## config.mk

```make
export PLATFORM = sky130hd
export DESIGN_NAME = spi_cmd_engine
export DESIGN_NICKNAME = d
export VERILOG_FILES = /design/src/rtl/spi_cmd_pkg.sv /design/src/rtl/spi_cmd_clkdiv.sv /design/src/rtl/spi_cmd_buf.sv /design/src/rtl/spi_cmd_seq.sv /design/src/rtl/spi_cmd_engine.sv
export SDC_FILE = /design/constraint.sdc
export NUM_CORES = 2
export LEC_CHECK = 0
export BUFFER_PORTS_ARGS = -buffer_cell sky130_fd_sc_hd__buf_2
export CORE_MARGIN = 4
export CORE_UTILIZATION = 38
export CTS_CLUSTER_DIAMETER = 40
export CTS_CLUSTER_SIZE = 25
export DETAILED_ROUTE_END_ITERATION = 12
export PLACE_DENSITY = 0.61
export SYNTH_ARGS = -nofsm -noshare
export SYNTH_HDL_FRONTEND = slang
export SYNTH_SLANG_ARGS = --single-unit
```

## constraint.sdc

```tcl
create_clock -name clk -period 15.95 [get_ports clk]
set_input_delay 0.7975 -clock clk [delete_from_list [all_inputs] [get_ports clk]]
set_output_delay 0.7975 -clock clk [all_outputs]
set_load 0.005 [all_outputs]
```

## src/rtl/spi_cmd_pkg.sv

```systemverilog
// Shared constants and helpers for the SPI command engine.
// Assumes a byte address space of 256 and a buffer of at most 128 bytes.
package spi_cmd_pkg;

    typedef enum logic [1:0] {
        ST_IDLE,
        ST_LEAD,
        ST_XFER,
        ST_TRAIL
    } seq_state_t;

    localparam logic [7:0] ADR_CTRL = 8'h00;
    localparam logic [7:0] ADR_CSEL = 8'h1D;
    localparam logic [7:0] ADR_TXC  = 8'h48;
    localparam logic [7:0] ADR_RXC  = 8'h4B;
    localparam logic [7:0] ADR_STAT = 8'h4C;
    localparam logic [7:0] ADR_BUF  = 8'h80;

    localparam int BIT_START = 16;
    localparam int BIT_REWIND = 20;

    // Reduce an index sum below d (sum is known to be below 3*d).
    function automatic int wrap_idx(input int s, input int d);
        int r;
        r = s;
        if (r >= 2 * d) r = r - 2 * d;
        else if (r >= d) r = r - d;
        return r;
    endfunction

endpackage

```

## src/rtl/spi_cmd_clkdiv.sv

```systemverilog
// Half-period tick generator for the serial clock.
// Counts system cycles while run is high; tick pulses every HALF cycles.
// Assumes HALF >= 1. Counter restarts whenever run is low.
module spi_cmd_clkdiv #(
    parameter int HALF = 2
) (
    input  logic clk,
    input  logic rst_n,
    input  logic run,
    output logic tick
);
    localparam int CW = (HALF > 1) ? $clog2(HALF) : 1;
    localparam logic [CW-1:0] LAST = CW'(HALF - 1);

    logic [CW-1:0] cnt;

    assign tick = run && (cnt == LAST);

    // Free-running half-period counter, held at zero while idle.
    always_ff @(posedge clk) begin
        if (!rst_n || !run)  cnt <= '0;
        else if (cnt == LAST) cnt <= '0;
        else                  cnt <= cnt + 1'b1;
    end
endmodule

```

## src/rtl/spi_cmd_buf.sv

```systemverilog
// Shared byte buffer: one write port for the sequencer (priority), one for
// the register bus, and two combinational read ports. Storage is not reset.
// Assumes indices on write ports are below DEPTH.
module spi_cmd_buf #(
    parameter int DEPTH = 72,
    parameter int PW = 7
) (
    input  logic          clk,
    input  logic          rst_n,
    input  logic          seq_we,
    input  logic [PW-1:0] seq_widx,
    input  logic [7:0]    seq_wdata,
    input  logic          bus_we,
    input  logic [PW-1:0] bus_widx,
    input  logic [7:0]    bus_wdata,
    input  logic [PW-1:0] seq_ridx,
    output logic [7:0]    seq_rdata,
    input  logic [PW-1:0] bus_ridx,
    output logic [7:0]    bus_rdata
);
    logic [7:0] mem [DEPTH];

    assign seq_rdata = (int'(seq_ridx) < DEPTH) ? mem[seq_ridx] : 8'h00;
    assign bus_rdata = (int'(bus_ridx) < DEPTH) ? mem[bus_ridx] : 8'h00;

    // Byte writes; the sequencer wins a same-index collision.
    always_ff @(posedge clk) begin
        if (seq_we) mem[seq_widx] <= seq_wdata;
        if (bus_we && !(seq_we && seq_widx == bus_widx)) mem[bus_widx] <= bus_wdata;
    end


    seq_idx_range_chk: assert property (@(posedge clk) disable iff (!rst_n)
        seq_we |-> (int'(seq_widx) < DEPTH));
endmodule

```

## src/rtl/spi_cmd_seq.sv

```systemverilog
// Command sequencer: lead period, command byte, send bytes, receive bytes,
// trail period. Mode 0, MSB first. Receive bytes go to the buffer behind
// the send bytes. Assumes counts are clamped here against DEPTH.
module spi_cmd_seq
    import spi_cmd_pkg::*;
#(
    parameter int DEPTH = 72,
    parameter int CS_SEL_W = 2,
    parameter int PW = 7,
    parameter int IW = 7
) (
    input  logic                     clk,
    input  logic                     rst_n,
    input  logic                     start,
    input  logic                     rewind,
    input  logic [7:0]               opcode,
    input  logic [7:0]               tx_cnt,
    input  logic [7:0]               rx_cnt,
    input  logic [CS_SEL_W-1:0]      cs_sel,
    input  logic                     tick,
    input  logic                     miso,
    input  logic [7:0]               buf_rdata,
    output logic [PW-1:0]            buf_ridx,
    output logic                     buf_we,
    output logic [PW-1:0]            buf_widx,
    output logic [7:0]               buf_wdata,
    output logic                     busy,
    output logic                     done_evt,
    output logic                     sclk,
    output logic                     mosi,
    output logic [(1<<CS_SEL_W)-1:0] cs_n
);
    localparam int CS_NUM = 1 << CS_SEL_W;

    seq_state_t          state;
    logic [IW-1:0]       byte_i, tx_n, last_b;
    logic [2:0]          bit_i;
    logic [7:0]          sh, rx_acc;
    logic [PW-1:0]       pos;
    logic [CS_SEL_W-1:0] sel;
    int                  tx_eff, rx_eff;
    logic                rx_phase, rise, fall;

    // Clamp the programmed counts to the buffer size.
    always_comb begin
        tx_eff = (int'(tx_cnt) > DEPTH) ? DEPTH : int'(tx_cnt);
        rx_eff = (int'(rx_cnt) > DEPTH - tx_eff) ? DEPTH - tx_eff : int'(rx_cnt);
    end

    assign rx_phase  = (byte_i > tx_n);
    assign rise      = (state == ST_XFER) && tick && !sclk;
    assign fall      = (state == ST_XFER) && tick && sclk;
    assign buf_ridx  = PW'(wrap_idx(int'(pos) + int'(byte_i), DEPTH));
    assign buf_widx  = PW'(wrap_idx(int'(pos) + int'(byte_i) + DEPTH - 1, DEPTH));
    assign buf_we    = rise && rx_phase && (bit_i == 3'd7);
    assign buf_wdata = {rx_acc[6:0], miso};
    assign busy      = (state != ST_IDLE);
    assign done_evt  = (state == ST_TRAIL) && tick;
    assign mosi      = busy && !rx_phase && sh[3'd7 - bit_i];

    // One select line per target, low only during a command.
    for (genvar g = 0; g < CS_NUM; g++) begin : g_cs
        assign cs_n[g] = !(busy && (int'(sel) == g));
    end

    // Phase sequencing, bit shifting and buffer position tracking.
    always_ff @(posedge clk) begin
        if (!rst_n) begin
            state  <= ST_IDLE;
            sclk   <= 1'b0;
            byte_i <= '0;
            bit_i  <= '0;
            tx_n   <= '0;
            last_b <= '0;
            sh     <= '0;
            rx_acc <= '0;
            pos    <= '0;
            sel    <= '0;
        end else begin
            case (state)
                ST_IDLE: begin
                    if (start) begin
                        state  <= ST_LEAD;
                        sh     <= opcode;
                        byte_i <= '0;
                        bit_i  <= '0;
                        tx_n   <= IW'(tx_eff);
                        last_b <= IW'(tx_eff + rx_eff);
                        sel    <= cs_sel;
                    end
                    if (rewind) pos <= '0;
                end
                ST_LEAD: if (tick) state <= ST_XFER;
                ST_XFER: begin
                    if (rise) begin
                        sclk <= 1'b1;
                        if (rx_phase) rx_acc <= {rx_acc[6:0], miso};
                    end else if (fall) begin
                        sclk <= 1'b0;
                        if (bit_i == 3'd7) begin
                            bit_i <= '0;
                            sh    <= buf_rdata;
                            if (byte_i == last_b) state <= ST_TRAIL;
                            else byte_i <= byte_i + 1'b1;
                        end else begin
                            bit_i <= bit_i + 1'b1;
                        end
                    end
                end
                ST_TRAIL: if (tick) begin
                    state <= ST_IDLE;
                    pos   <= PW'(wrap_idx(int'(pos) + int'(last_b), DEPTH));
                end
                default: state <= ST_IDLE;
            endcase
        end
    end


    mosi_hold_chk: assert property (@(posedge clk) disable iff (!rst_n)
        $rose(sclk) |-> $stable(mosi));

    sclk_on_tick_chk: assert property (@(posedge clk) disable iff (!rst_n)
        !$stable(sclk) |-> $past(tick));

    clk_needs_sel_chk: assert property (@(posedge clk) disable iff (!rst_n)
        $rose(sclk) |-> !(&cs_n));

    start_ignored_chk: assert property (@(posedge clk) disable iff (!rst_n)
        (start && busy) |=> ($stable(sel) && $stable(tx_n) && $stable(last_b)));
endmodule

```

## src/rtl/spi_cmd_engine.sv

```systemverilog
// Top of the SPI command engine: register decode, read mux, sticky done
// flag, and instances of divider, buffer and sequencer.
// Assumes CLK_DIV is even and >= 2, and FIFO_DEPTH <= 128.
module spi_cmd_engine
    import spi_cmd_pkg::*;
#(
    parameter int CLK_DIV = 4,
    parameter int FIFO_DEPTH = 72,
    parameter int CS_SEL_W = 2
) (
    input  logic                     clk,
    input  logic                     rst_n,
    input  logic [7:0]               bus_addr,
    input  logic                     bus_wr,
    input  logic                     bus_rd,
    input  logic [31:0]              bus_wdata,
    output logic [31:0]              bus_rdata,
    output logic                     spi_sclk,
    output logic                     spi_mosi,
    input  logic                     spi_miso,
    output logic [(1<<CS_SEL_W)-1:0] spi_cs_n
);
    localparam int HALF = CLK_DIV / 2;
    localparam int PW = $clog2(FIFO_DEPTH);
    localparam int IW = $clog2(FIFO_DEPTH + 1);

    logic [7:0]          opcode, tx_cnt, rx_cnt;
    logic [CS_SEL_W-1:0] cs_sel;
    logic                done_flag, busy, done_evt, tick;
    logic                wr_ctrl, start, rewind, in_win;
    logic [PW-1:0]       win_idx, seq_ridx, seq_widx;
    logic [7:0]          seq_rbyte, seq_wbyte, bus_rbyte;
    logic                seq_we;
    logic [31:0]         rd_mux;

    assign wr_ctrl = bus_wr && (bus_addr == ADR_CTRL);
    assign start   = wr_ctrl && bus_wdata[BIT_START];
    assign rewind  = wr_ctrl && bus_wdata[BIT_REWIND] && !busy;
    assign in_win  = (int'(bus_addr) >= int'(ADR_BUF)) &&
                     (int'(bus_addr) < int'(ADR_BUF) + FIFO_DEPTH);
    assign win_idx = PW'(int'(bus_addr) - int'(ADR_BUF));

    // Read data selection by address.
    always_comb begin
        rd_mux = '0;
        if (in_win) rd_mux = {24'h0, bus_rbyte};
        else begin
            case (bus_addr)
                ADR_CTRL: rd_mux = {busy, 23'h0, opcode};
                ADR_CSEL: rd_mux = {{(32-CS_SEL_W){1'b0}}, cs_sel};
                ADR_TXC:  rd_mux = {24'h0, tx_cnt};
                ADR_RXC:  rd_mux = {24'h0, rx_cnt};
                ADR_STAT: rd_mux = {30'h0, done_flag, busy};
                default:  rd_mux = '0;
            endcase
        end
    end

    // Register writes, sticky done flag and registered read data.
    always_ff @(posedge clk) begin
        if (!rst_n) begin
            opcode    <= '0;
            cs_sel    <= '0;
            tx_cnt    <= '0;
            rx_cnt    <= '0;
            done_flag <= 1'b0;
            bus_rdata <= '0;
        end else begin
            if (wr_ctrl) opcode <= bus_wdata[7:0];
            if (bus_wr && bus_addr == ADR_CSEL) cs_sel <= bus_wdata[CS_SEL_W-1:0];
            if (bus_wr && bus_addr == ADR_TXC)  tx_cnt <= bus_wdata[7:0];
            if (bus_wr && bus_addr == ADR_RXC)  rx_cnt <= bus_wdata[7:0];
            if (done_evt) done_flag <= 1'b1;
            else if (bus_rd && bus_addr == ADR_STAT) done_flag <= 1'b0;
            if (bus_rd) bus_rdata <= rd_mux;
        end
    end

    spi_cmd_clkdiv #(.HALF(HALF)) u_div (
        .clk  (clk),
        .rst_n(rst_n),
        .run  (busy),
        .tick (tick)
    );

    spi_cmd_buf #(.DEPTH(FIFO_DEPTH), .PW(PW)) u_buf (
        .clk      (clk),
        .rst_n    (rst_n),
        .seq_we   (seq_we),
        .seq_widx (seq_widx),
        .seq_wdata(seq_wbyte),
        .bus_we   (bus_wr && in_win),
        .bus_widx (win_idx),
        .bus_wdata(bus_wdata[7:0]),
        .seq_ridx (seq_ridx),
        .seq_rdata(seq_rbyte),
        .bus_ridx (win_idx),
        .bus_rdata(bus_rbyte)
    );

    spi_cmd_seq #(.DEPTH(FIFO_DEPTH), .CS_SEL_W(CS_SEL_W), .PW(PW), .IW(IW)) u_seq (
        .clk      (clk),
        .rst_n    (rst_n),
        .start    (start),
        .rewind   (rewind),
        .opcode   (bus_wdata[7:0]),
        .tx_cnt   (tx_cnt),
        .rx_cnt   (rx_cnt),
        .cs_sel   (cs_sel),
        .tick     (tick),
        .miso     (spi_miso),
        .buf_rdata(seq_rbyte),
        .buf_ridx (seq_ridx),
        .buf_we   (seq_we),
        .buf_widx (seq_widx),
        .buf_wdata(seq_wbyte),
        .busy     (busy),
        .done_evt (done_evt),
        .sclk     (spi_sclk),
        .mosi     (spi_mosi),
        .cs_n     (spi_cs_n)
    );


    done_on_finish_chk: assert property (@(posedge clk) disable iff (!rst_n)
        $fell(busy) |-> done_flag);

    idle_clk_low_chk: assert property (@(posedge clk) disable iff (!rst_n)
        !busy |-> !spi_sclk);
endmodule

```

==> results.tsv <==
metric	value	unit
post-synthesis sequential area ratio	44.8	%
synthesized cell area	42500	um2
Core ar.	111000	um2
Slew @ Worst Pin	1290	ps
Worst Skew	41.1	ps
Worst Setup SP	u_seq.byte_i[0]	
worst-path maximum fanout	116	
largest net degree at the start of global routing	117	
later-pin clock latency in the skew report	710	ps
worst path arrival time	7950	ps
Setup Buffers After CTS	0	
CTS clk-pin slew, worst paths	50	ps
Worst VDD drop	0.0846	mV
syn_area_per_cell	14.1	um2
final WL	135000	um
Mapped Cells	3020	
Final WS setup	8300	ps
die area	117000	um2
Yosys cell types	82	
top cell type's share of synthesized area	40.7	%
Post-route DRC	0	
dpl ws	8340	ps
area leader, netlist	edfxtp_1	
RSZ-0062 raised after global routing	false	
I/O pin cnt	83	
status	finished, final reports clean	
I/O Buffers	37	
Setup crit start kind	flip-flop	
Clock Tree Root	clkbuf_16	
Die Wd	342	um
hold path start	bus_wdata[5]	
FILL cells	10000	
final hold vios	0	
Synth async-reset ratio	0	%
CTS Buf Count	114	
Setup Viol. Count Final	0	
grt ovf	0	
layout cells sized above 1	41.5	%
CTS tree	done	
Setup CP Type	flip-flop to flip-flop	
CTS H-tree depth	3	
nets@finish	3051	
Rows	122	
CP Capture Type	flip-flop	
initial cell density of the core	38.4	%
Clock Sinks	664	
PwrDens	96.1	nW/um2
vias in the first global route	27700	
Tot Pwr	0.00460	W
Synth area leaders	edfxtp_1 (41%), mux4_2 (17%), mux2_2 (14%), dfxtp_1 (4.1%), nor4_4 (3.6%)	
DR pass1 iterations	6	
die height	342	um
Area Overhead vs Synth	12.5	%
Design Area, Final	47800	um2
clk buf depth	3	
Ys Warns	0	
antenna violations before repair	5	
GRT Util Overall	22.8	%
via/cell ratio	6.25	
slew margin rel.	13.8	%
Worst Path Required	16250	ps
Seq. cell area	19100	um2
CTS resizes	0	
Post-DP HPWL	84000	um
Final Wtd Congestion	0.882	
DR iter-0 viols	3076	
worst hold path class	primary input to flip-flop	
Final ANT Viol Nets	0	
Max-Cap Viols	0	
placed instance area	43900	um2
first-pass GRT wire length	198000	um
via count	28400	
reg2reg start	u_seq.byte_i[0]	
hold_buf cts	0	
average wire per standard cell	29.8	um
fmax	131	MHz
final period utilization	48.0	%
Tmin final	7650	ps
multi-input logic area	22100	um2
Max Slew Vio Count	0	
setup tns final	0	ps
top_reg_cell synth	edfxtp_1	
Post-synth EDFFs	576	
Leak Pwr	16.5	nW
Seq cells post-synth	664	
[registers in the layout (all words and copies together) (netlist names), 8 cells and up]
| signal | cells |
|---|---|
| u_buf.mem | 576 |
| u_seq.sh | 8 |
| bus_rdata | 9 |
| tx_cnt | 8 |
| opcode | 8 |
| rx_cnt | 8 |
[cell usage after synthesis (all sizes together) (6+ instances only)]
library cell / number
a21o: 17
nand4: 17
a21oi: 93
nor4: 78
and3: 6
inv: 51
nand2: 220
a211oi: 16
a22oi: 20
xor2: 17
a221o: 8
mux2i: 81
o21bai: 76
nor2: 80
nor3: 16
xnor2: 29
ha: 61
a31oi: 20
and2: 7
dfxtp: 88
nand3: 69
clkbuf: 225
mux4: 314
or3: 17
a41oi: 8
o21ai: 64
buf: 79
nor2b: 16
edfxtp: 576
o21a: 7
mux2: 585
[final cells by class]
type | instances | share of cell area [%]
sequential | 664 | 39.9
multi-input combinational | 2023 | 46.3
antenna | 6 | 0.0314
inverter | 51 | 0.400
clock inverter | 89 | 2.01
tap | 1488 | 3.89
clock buffer | 127 | 6.22
timing repair buffer | 88 | 1.33
[power by group]
part / internal [W] / switching, W / total [W]
combinational: 0.0000690 / 0.000147 / 0.000216
sequential: 0.00187 / 0.00000170 / 0.00187
clock: 0.00158 / 0.000928 / 0.00251
[per-stage QoR]
stage / util [%] / instances / hold WS [ps]
finish: 43.2 / 4536 / 440
global route: 43.2 / 4530 / 450
CTS: 43.2 / 4530 / 424
detailed placement: 39.6 / 4314 / 431
global placement: 39.6 / 4314 / 425
floorplan: - / 3042 / 413
[placed cells by master, fill, tap and decap left out, types with 13 or more instances in the layout]
| cell | n |
|---|---|
| mux2i_1 | 80 |
| clkinvlp_4 | 14 |
| mux2_2 | 529 |
| nand3_1 | 69 |
| mux2_4 | 32 |
| mux2_1 | 24 |
| xor2_1 | 16 |
| mux4_2 | 314 |
| nor2b_1 | 16 |
| nand4_1 | 17 |
| buf_4 | 47 |
| ha_1 | 60 |
| a22oi_1 | 20 |
| dfxtp_1 | 81 |
| or3_1 | 16 |
| a31oi_1 | 19 |
| inv_6 | 15 |
| nor3_1 | 16 |
| o21ai_0 | 55 |
| a21oi_1 | 93 |
| clkinv_2 | 14 |
| o21bai_1 | 76 |
| nor2_1 | 79 |
| a211oi_1 | 16 |
| nor4_4 | 72 |
| a21o_1 | 17 |
| clkinv_1 | 14 |
| inv_1 | 47 |
| conb_1 | 24 |
| xnor2_1 | 27 |
| nand2_1 | 220 |
| edfxtp_1 | 576 |
| bufinv_16 | 14 |
| clkbuf_16 | 117 |
| buf_2 | 35 |
| clkinv_4 | 13 |
[metal layers]
| layer | global-route usage, % | part of all wire, % |
|---|---|---|
| met5 | 0 | 0.013 |
| met3 | 5.21 | 8.8 |
| met4 | 8.52 | 4.0 |
| met2 | 36.0 | 46 |
| met1 | 30.8 | 41 |
[worst max-delay path, cell delays in order (launching register included)]
cell       delay (ps)
dfxtp_1           450
ha_4              180
inv_1              50
fa_4             1160
buf_12            640
ha_1              410
and3_1            210
xnor2_1           320
inv_1             260
ha_1              250
inv_1              50
o21ai_1           110
a2bb2oi_2         220
nor2_2            230
a211oi_1           80
o41ai_1           630
a2111oi_4          70
buf_12            330
nor4_4            920
o21bai_1          530
[cell families (layout without fill, tap and decap cells)]
logic type | count (synthesis) | in the layout | share of synthesized area, %
buffers and inverters | 355 | 355 | 3.48
multiplexers | 980 | 980 | 34.3
XOR/XNOR | 48 | 48 | 1.13
AND/OR/NAND/NOR | 548 | 548 | 8.70
other | 2 | 30 | 0.0177
flip-flops | 664 | 664 | 44.8
adder cells (fa/ha/maj) | 64 | 64 | 1.94
AO/OA/AOI/OAI | 359 | 359 | 5.56
[path summary, 6_finish.rpt]
check | to | slack [ps] | cells past startpoint
max | u_buf.mem[69][7] | 8300 | 19
min | tx_cnt[5] | 440 | 3
max reg2reg | u_buf.mem[69][7] | 8300 | 19
min reg2reg | u_div.cnt | 440 | 1
Power figures use the tool's default switching activity.
